===== src/rtl/lsm_pkg.sv =====
package lsm_pkg;
  // Bit positions of the fault cause vector
  localparam int unsigned CAUSE_CTRL = 0;
  localparam int unsigned CAUSE_ADDR = 1;
  localparam int unsigned CAUSE_DATA = 2;
  localparam int unsigned CAUSE_PAR  = 3;
  localparam int unsigned NUM_CAUSE  = 4;
  // Number of control lines per bundle: valid, write enable, output strobe
  localparam int unsigned NUM_CTRL   = 3;
endpackage


===== src/rtl/lsm_capture.sv =====
module lsm_capture #(
  parameter int unsigned W = 8
) (
  input  logic         clk,
  input  logic         rst,
  input  logic [W-1:0] d,
  output logic [W-1:0] q
);
  always_ff @(posedge clk) begin
    if (rst) q <= '0;
    else     q <= d;
  end
endmodule


===== src/rtl/lsm_parity_chk.sv =====
module lsm_parity_chk #(
  parameter int unsigned DW      = 32,
  parameter bit          ODD_PAR = 1'b0
) (
  input  logic          clk,
  input  logic          rst,
  input  logic [DW-1:0] data,
  input  logic          par,
  input  logic          valid,
  output logic          par_err
);
  logic ones_odd;
  assign ones_odd = ^{data, par};

  generate
    if (ODD_PAR) begin : g_odd
      assign par_err = valid & ~ones_odd;
    end else begin : g_even
      assign par_err = valid & ones_odd;
    end
  endgenerate

  // no parity fault is reported without a valid read
  p_par_needs_valid_r5: assert property (@(posedge clk) disable iff (rst)
    par_err |-> valid);
endmodule


===== src/rtl/lsm_compare.sv =====
module lsm_compare #(
  parameter int unsigned AW = 32,
  parameter int unsigned DW = 32
) (
  input  logic                          clk,
  input  logic                          rst,
  input  logic [AW-1:0]                 m_addr,
  input  logic [DW-1:0]                 m_wdata,
  input  logic [lsm_pkg::NUM_CTRL-1:0]  m_ctrl,
  input  logic [AW-1:0]                 c_addr,
  input  logic [DW-1:0]                 c_wdata,
  input  logic [lsm_pkg::NUM_CTRL-1:0]  c_ctrl,
  output logic                          ctrl_mis,
  output logic                          addr_mis,
  output logic                          data_mis
);
  // ctrl bit order: [0] valid, [1] write enable, [2] output strobe
  localparam int unsigned NC = lsm_pkg::NUM_CTRL;

  logic [NC-1:0] ctrl_diff;
  logic [AW-1:0] addr_diff;
  logic [DW-1:0] data_diff;
  logic          addr_qual;
  logic          data_qual;

  genvar gi;
  generate
    for (gi = 0; gi < NC; gi++) begin : g_ctrl
      assign ctrl_diff[gi] = m_ctrl[gi] ^ c_ctrl[gi];
    end
    for (gi = 0; gi < AW; gi++) begin : g_addr
      assign addr_diff[gi] = m_addr[gi] ^ c_addr[gi];
    end
    for (gi = 0; gi < DW; gi++) begin : g_data
      assign data_diff[gi] = m_wdata[gi] ^ c_wdata[gi];
    end
  endgenerate

  assign addr_qual = m_ctrl[0] | c_ctrl[0];
  assign data_qual = m_ctrl[1] | c_ctrl[1];

  assign ctrl_mis = |ctrl_diff;
  assign addr_mis = addr_qual & (|addr_diff);
  assign data_mis = data_qual & (|data_diff);

  // an address mismatch is only flagged in a qualified cycle
  p_addr_qualified_r3: assert property (@(posedge clk) disable iff (rst)
    addr_mis |-> (m_ctrl[0] || c_ctrl[0]));
  // a data mismatch is only flagged in a write cycle
  p_data_qualified_r4: assert property (@(posedge clk) disable iff (rst)
    data_mis |-> (m_ctrl[1] || c_ctrl[1]));
  // identical control lines never give a control mismatch
  p_ctrl_equal_r2: assert property (@(posedge clk) disable iff (rst)
    (m_ctrl == c_ctrl) |-> !ctrl_mis);
endmodule


===== src/rtl/lsm_fault_gate.sv =====
module lsm_fault_gate #(
  parameter int unsigned AW = 32,
  parameter int unsigned DW = 32
) (
  input  logic          clk,
  input  logic          rst,
  input  logic [AW-1:0] s_addr,
  input  logic [DW-1:0] s_wdata,
  input  logic          s_valid,
  input  logic          s_we,
  input  logic          s_ostb,
  input  logic          fault_now,
  output logic [AW-1:0] bus_addr,
  output logic [DW-1:0] bus_wdata,
  output logic          bus_valid,
  output logic          bus_we,
  output logic          bus_ostb,
  output logic          err_flag,
  output logic          out_inhibit
);
  logic err_q;
  logic silence;

  assign silence = err_q | fault_now;

  always_ff @(posedge clk) begin
    if (rst) begin
      err_q     <= 1'b0;
      bus_addr  <= '0;
      bus_wdata <= '0;
      bus_valid <= 1'b0;
      bus_we    <= 1'b0;
      bus_ostb  <= 1'b0;
    end else begin
      err_q     <= silence;
      bus_addr  <= s_addr;
      bus_wdata <= s_wdata;
      bus_valid <= s_valid;
      bus_we    <= s_we & ~silence;
      bus_ostb  <= s_ostb & ~silence;
    end
  end

  assign err_flag    = err_q;
  assign out_inhibit = err_q;

  // flag is sticky until reset
  p_flag_sticky_r7: assert property (@(posedge clk) disable iff (rst)
    err_flag |=> err_flag);
  // a fault seen at the compare stage sets the flag on the next edge
  p_flag_latency_r6: assert property (@(posedge clk) disable iff (rst)
    fault_now |=> err_flag);
  // no strobe leaves while silenced
  p_inhibit_strobes_r8: assert property (@(posedge clk) disable iff (rst)
    out_inhibit |-> (!bus_we && !bus_ostb));
  // forwarded address follows the stage register
  p_fwd_addr_r1: assert property (@(posedge clk) disable iff (rst)
    1'b1 |=> (bus_addr == $past(s_addr)));
endmodule


===== src/rtl/lockstep_cmp_monitor.sv =====
module lockstep_cmp_monitor #(
  parameter int unsigned AW      = 32,
  parameter int unsigned DW      = 32,
  parameter bit          ODD_PAR = 1'b0
) (
  input  logic          clk,
  input  logic          rst,
  input  logic [AW-1:0] mst_addr,
  input  logic [DW-1:0] mst_wdata,
  input  logic          mst_valid,
  input  logic          mst_we,
  input  logic          mst_ostb,
  input  logic [AW-1:0] chk_addr,
  input  logic [DW-1:0] chk_wdata,
  input  logic          chk_valid,
  input  logic          chk_we,
  input  logic          chk_ostb,
  input  logic [DW-1:0] rd_data,
  input  logic          rd_par,
  input  logic          rd_valid,
  output logic [AW-1:0] bus_addr,
  output logic [DW-1:0] bus_wdata,
  output logic          bus_valid,
  output logic          bus_we,
  output logic          bus_ostb,
  output logic          err_flag,
  output logic          out_inhibit
);
  import lsm_pkg::*;

  localparam int unsigned BW = AW + DW + NUM_CTRL;
  localparam int unsigned RW = DW + 2;

  logic [BW-1:0] m_in, c_in, m_s, c_s;
  logic [RW-1:0] r_in, r_s;

  // bundle layout: {ostb, we, valid, wdata, addr}
  assign m_in = {mst_ostb, mst_we, mst_valid, mst_wdata, mst_addr};
  assign c_in = {chk_ostb, chk_we, chk_valid, chk_wdata, chk_addr};
  assign r_in = {rd_valid, rd_par, rd_data};

  lsm_capture #(.W(BW)) u_cap_mst (.clk(clk), .rst(rst), .d(m_in), .q(m_s));
  lsm_capture #(.W(BW)) u_cap_chk (.clk(clk), .rst(rst), .d(c_in), .q(c_s));
  lsm_capture #(.W(RW)) u_cap_rd  (.clk(clk), .rst(rst), .d(r_in), .q(r_s));

  logic [NUM_CAUSE-1:0] cause;
  logic                 fault_now;

  lsm_compare #(.AW(AW), .DW(DW)) u_cmp (
    .clk      (clk),
    .rst      (rst),
    .m_addr   (m_s[AW-1:0]),
    .m_wdata  (m_s[AW +: DW]),
    .m_ctrl   (m_s[AW+DW +: NUM_CTRL]),
    .c_addr   (c_s[AW-1:0]),
    .c_wdata  (c_s[AW +: DW]),
    .c_ctrl   (c_s[AW+DW +: NUM_CTRL]),
    .ctrl_mis (cause[CAUSE_CTRL]),
    .addr_mis (cause[CAUSE_ADDR]),
    .data_mis (cause[CAUSE_DATA])
  );

  lsm_parity_chk #(.DW(DW), .ODD_PAR(ODD_PAR)) u_par (
    .clk     (clk),
    .rst     (rst),
    .data    (r_s[DW-1:0]),
    .par     (r_s[DW]),
    .valid   (r_s[DW+1]),
    .par_err (cause[CAUSE_PAR])
  );

  assign fault_now = |cause;

  lsm_fault_gate #(.AW(AW), .DW(DW)) u_gate (
    .clk         (clk),
    .rst         (rst),
    .s_addr      (m_s[AW-1:0]),
    .s_wdata     (m_s[AW +: DW]),
    .s_valid     (m_s[AW+DW]),
    .s_we        (m_s[AW+DW+1]),
    .s_ostb      (m_s[AW+DW+2]),
    .fault_now   (fault_now),
    .bus_addr    (bus_addr),
    .bus_wdata   (bus_wdata),
    .bus_valid   (bus_valid),
    .bus_we      (bus_we),
    .bus_ostb    (bus_ostb),
    .err_flag    (err_flag),
    .out_inhibit (out_inhibit)
  );

  // outputs low on the edge after reset
  p_reset_quiet_r9: assert property (@(posedge clk)
    rst |=> (!err_flag && !bus_we && !bus_ostb && !bus_valid));
endmodule


===== config.mk =====
export PLATFORM = sky130hd
export DESIGN_NAME = lockstep_cmp_monitor
export DESIGN_NICKNAME = d
export VERILOG_FILES = /design/src/rtl/lsm_pkg.sv /design/src/rtl/lsm_capture.sv /design/src/rtl/lsm_parity_chk.sv /design/src/rtl/lsm_compare.sv /design/src/rtl/lsm_fault_gate.sv /design/src/rtl/lockstep_cmp_monitor.sv
export SDC_FILE = /design/constraint.sdc
export NUM_CORES = 1
export LEC_CHECK = 0
export CORE_ASPECT_RATIO = 0.75
export CORE_UTILIZATION = 49
export DETAILED_ROUTE_END_ITERATION = 8
export PLACE_DENSITY = 0.94
export SLEW_MARGIN = 5
export SYNTH_ARGS = -nofsm -noshare
export SYNTH_HDL_FRONTEND = slang
export SYNTH_SLANG_ARGS = --single-unit

===== constraint.sdc =====
create_clock -name clk -period 3.15 [get_ports clk]
set_input_delay 0.63 -clock clk [delete_from_list [all_inputs] [get_ports clk]]
set_output_delay 0.63 -clock clk [all_outputs]
set_load 0.005 [all_outputs]

# Word-level counts from Yosys, hierarchy flattened
# Index checks and enable logic that the tools add are counted.
# classes
bitwise,76
reduce_logical,4
# ops
cell,n
1-bit bitwise XOR,67
32-bit OR reduction,2
33-bit XOR reduction,1
6-bit OR reduction,1
1-bit AND,5
1-bit OR,3
1-bit inverter,1
# totals
reg_bits,236
output_inout_bits,69

# Depth between registers and ports, before layout
# logic_depth
depth_word,7
mapped_depth,6
depth_no_buf,6

# By module
# From an unflattened synthesis, not the netlist that was laid out.
# unflattened
cells_unflattened,625
hier_area_um2,7479.7
# modules_own_cells
mod,instances,cells_per_inst,area_per_inst_um2,seq_area_each_um2
lsm_capture at u_cap_chk ...,2,141,1816.7,1341.3
lsm_fault_gate,1,144,1845.5,1361.3
lsm_capture at u_cap_rd,1,71,937.1,680.7
lsm_compare,1,94,750.7,0.0
lsm_parity_chk,1,33,305.3,0.0
lockstep_cmp_monitor,1,1,7.5,0.0

# Worst setup path before layout
# Ideal clock, no wire load.
# synth_timing
kind,reg-to-reg
startpoint,register u_cap_rd.q[11]
endpoint,register u_gate.err_q (netlist: u_gate.err_flag)
setup_time_ns,0.120
t_arrival_ns,1.534
required_time_ns,3.030
slack_ns,1.497
path_stages_with_launch,7
n_path_buf,0
period_less_slack_ns,1.653
cell_sequence,dfxtp_1 xor2_1 xnor2_1 xnor2_1 xnor3_1 mux2i_1 o31a_1
# synth_between
elab_chain_len,4
# synth_lines
item,line,text
start: declaration,lsm_capture.sv:7,output logic [W-1:0] q
start signal: assignment,lsm_capture.sv:10,if (rst) q <= '0;
start signal: assignment,lsm_capture.sv:11,else q <= d;
33-bit XOR reduction,lsm_parity_chk.sv:13,"assign ones_odd = ^{data, par};"
1-bit AND,lsm_parity_chk.sv:19,assign par_err = valid & ones_odd;
6-bit OR reduction,lockstep_cmp_monitor.sv:72,assign fault_now = |cause;
1-bit OR,lsm_fault_gate.sv:24,assign silence = err_q | fault_now;
end signal: assignment,lsm_fault_gate.sv:35,err_q <= silence;
end: declaration,lsm_fault_gate.sv:21,logic err_q;
# Every way passes these cells.
# A chain may end at the register's enable or synchronous reset.

# Worst setup path after layout
# layout_timing
startpoint,register u_gate.err_q (netlist: u_gate.err_flag)
endpoint,output err_flag
# layout_lines
item,line,text
end: declaration,lockstep_cmp_monitor.sv:26,"output logic err_flag,"
# No word-level cell between the ends.

==> impl_results.md <==
* Antenna violation net count after detailed routing at 0
* Area enclosed by the die boundary at 15,600 µm²
* Router iterations before antenna repair at 4
* Maxcap violations at 0
* Library cells used by synthesis at 18
* Number of instances in the synthesized netlist at 630
* Total Neg Setup Slack at 0 ps
* DR DRC count at 0
* Clock network latency to the later pin of the worst-skew pair at 500 ps
* Highest-delay cell along the critical path: clkdlybuf4s50_1
* Worst VDD drop at 0.392 mV
* Number of vias per cell at 4.36
* Final net count at 1,039
* Buffers on Ports at 238
* Placed cell area at 9950 µm²
* Total via count in the routed design at 4,717
* Boundary Pins at 239
* CTS H-Tree Depth at 1
* Critical Path Start Type: flip-flop
* Number of placement rows at 38
* Number of setup buffers added after CTS at 0
* Status: completed
* Number of synthesis warnings at 0
* Post-synthesis sequential element count at 236
* Worst path top cell family by delay: buffers and inverters
* Worst setup path class: flip-flop to output pin
* Post-layout min period at 2020 ps
* TritonCTS clock tree: yes
* Sequential share of the synthesized area at 0.640
* Worst Path Arrival at 1390 ps
* Buffers and inverters on the worst path at 1
* Max-slew headroom at the worst pin at 0.552
* Hold Vio Cnt, Final at 0
* Min-delay worst type: flip-flop to flip-flop
* Number of diodes at 0
* Cell count after placement at 1,043
* Power per Cell Area at 609 nW/µm²
* Number of DRC markers after the initial detailed-route iteration at 91
* Vias in the first global route at 4,829
* Die height at 108 µm
* Global placer's final weighted congestion at 0.783
* Routed wire length at 16,500 µm
* Fin crit share at 0.642
* Post-synthesis xor/xnor area fraction at 0.115
* Cell area after synthesis at 7380 µm²
* Core box area at 14,600 µm²
* Syn nets at 802
* Maximum clock frequency at 494 MHz
* Worst-case clock buffer depth at 3
* Number of standard cells in the layout, taps in and fillers out at 1,083
* Global-route wire length before repair at 24,800 µm
* Largest fanout of any net on the critical path at 3
* Syn Area/Cell at 11.7 µm²
* Starting density of the core at 0.505
* Wire per inst at 15.2 µm
* Filler cell count in the final layout at 997
* List of cells traversed by the critical path: clkdlybuf4s50_1
* Final instance area at 10,700 µm²
* Post-detailed-placement half-perimeter wirelength at 12,000 µm
* Die width at 144 µm
* Proportion of layout cells with a drive suffix above 1 at 0.0430
* Clock root buffer: clkbuf_16
* Dominant combinational cell family by area after synthesis: simple AND/OR/NAND/NOR gates
* Number of buffers added by the clock tree synthesis step at 22
* Static leakage power at 0.00433 µW
* Finish-stage setup viols at 0
* Initial antenna violation count at 0
* Setup repair after global routing missed its margin: no
* CTS Sinks at 236
* Compound-gate portion of the synthesized area at 0.00203
* Overall routing resource usage at 0.214
* GR Overflow Total at 0
* Number of hold buffers added after cts at 0
* Simple-gate portion of the synthesized area at 0.220
* Async SR Flop Fraction at 0
* Data required time of the critical path at 2520 ps
* Worst Hold Slack at 456 ps
* Area growth from synthesis to layout at 44.8%
* Number of enable-type register cells in the synthesized netlist at 0
* Transition at the pin with the smallest max-transition slack at 666 ps
* CP Capture Type: output pin
* Leading register cell type out of synthesis: dfxtp_1
* Final-report max-slew violation count at 0
* Biggest cell delay along the critical path at 530 ps
* Fraction of synthesized area in multiplexers at 0.00136
* Post-cts resize count at 0
* Clock slew seen by the registers of the worst setup and hold paths at 60 ps
* Pin count of the biggest net entering global routing at 101
* Skew final at 11.1 ps
* Synthesized-area fraction occupied by adder cells at 0.00339
[through the flow]
step,power [µW],utilization,worst slack (ps)
3_3_place_gp,3900,0.681,1230
6_report,6510,0.732,1130
5_1_grt,6770,0.732,1030
4_1_cts,6570,0.732,1080
3_5_place_dp,3930,0.681,1180
2_1_floorplan,3560,-,1500
[cells in the mapped netlist (2+ instances only)]
master	instances	area, µm²
nor2b_1	232	1450
xnor2_1	22	193
nor4_1	18	113
ha_1	2	25.0
xor2_1	70	613
nor2_1	3	11.3
dfxtp_1	236	4720
clkbuf_1	26	97.6
nand4_1	4	25.0
xnor3_1	2	45.0
nand2_1	3	11.3
inv_1	6	22.5
[cells in the final DEF (no fill, tap or decap)]
cell and instances:
buf_12 2, buf_6 1, bufinv_16 2, clkbuf_1 5, clkbuf_16 23, clkbuf_8 2
clkdlybuf4s50_1 237, clkinv_2 4, clkinv_4 1, clkinvlp_4 3, dfxtp_1 236, ha_1 2
inv_1 6, mux2i_1 1, nand2_1 3, nand4_1 4, nor2_1 3, nor2b_1 232
nor4_1 18, o22ai_1 1, o31a_1 1, or2_1 1, or4_1 1, xnor2_1 22
xnor3_1 2, xor2_1 70
[final timing paths]
kind	startpoint	depth (start not counted)	slack, ps	endpoint
min	u_cap_mst.q[66]$_SDFF_PP0_	2	460	u_gate.bus_ostb$_SDFF_PP0_
max	u_gate.err_flag$_SDFF_PP0_	1	1130	err_flag
min reg2reg	u_cap_mst.q[66]$_SDFF_PP0_	2	460	u_gate.bus_ostb$_SDFF_PP0_
max reg2reg	u_cap_mst.q[56]$_SDFF_PP0_	6	1150	u_gate.err_flag$_SDFF_PP0_
[layout make-up]
type                    count  area, µm²  share of cell area
flip-flops and latches    236       4720               0.442
multi-input cells         361       2530               0.237
well taps                 200        250              0.0234
clock inverters            10        111              0.0104
inverters                   6       22.5             0.00211
repair buffers            240       2420               0.227
clock buffers              30        622              0.0582
[layer usage]
metal / share of wire / track usage / up-vias
li1: - / - / 2415
met1: 0.42 / 0.252 / 2125
met2: 0.48 / 0.372 / 153
met3: 0.076 / 0.0713 / 24
met4: 0.019 / 0.0608 / 0
met5: 0 / 0 / -
[power by group]
group,switching (µW),total [µW],internal (µW)
registers,68.2,3200,3130
logic,225,657,431
clock network,1090,2650,1560
[registers in the layout (all words and copies together), names as in the netlist]
register and flops:
u_gate.bus_addr 32, u_gate.bus_we 1, u_gate.bus_valid 1, u_gate.bus_wdata 32
u_gate.bus_ostb 1, u_cap_mst.q 67, u_cap_rd.q 34, u_cap_chk.q 67
u_gate.err_flag 1
[kinds of logic after synthesis]
group / count (synthesis)
buffers and inverters: 33
muxes: 1
AOI/OAI and AO/OA: 2
adders and majority gates: 2
DFF: 236
xor gates and xnor gates: 94
and+or+nand+nor: 262
Note: power is estimated with default switching activity, not from simulation.
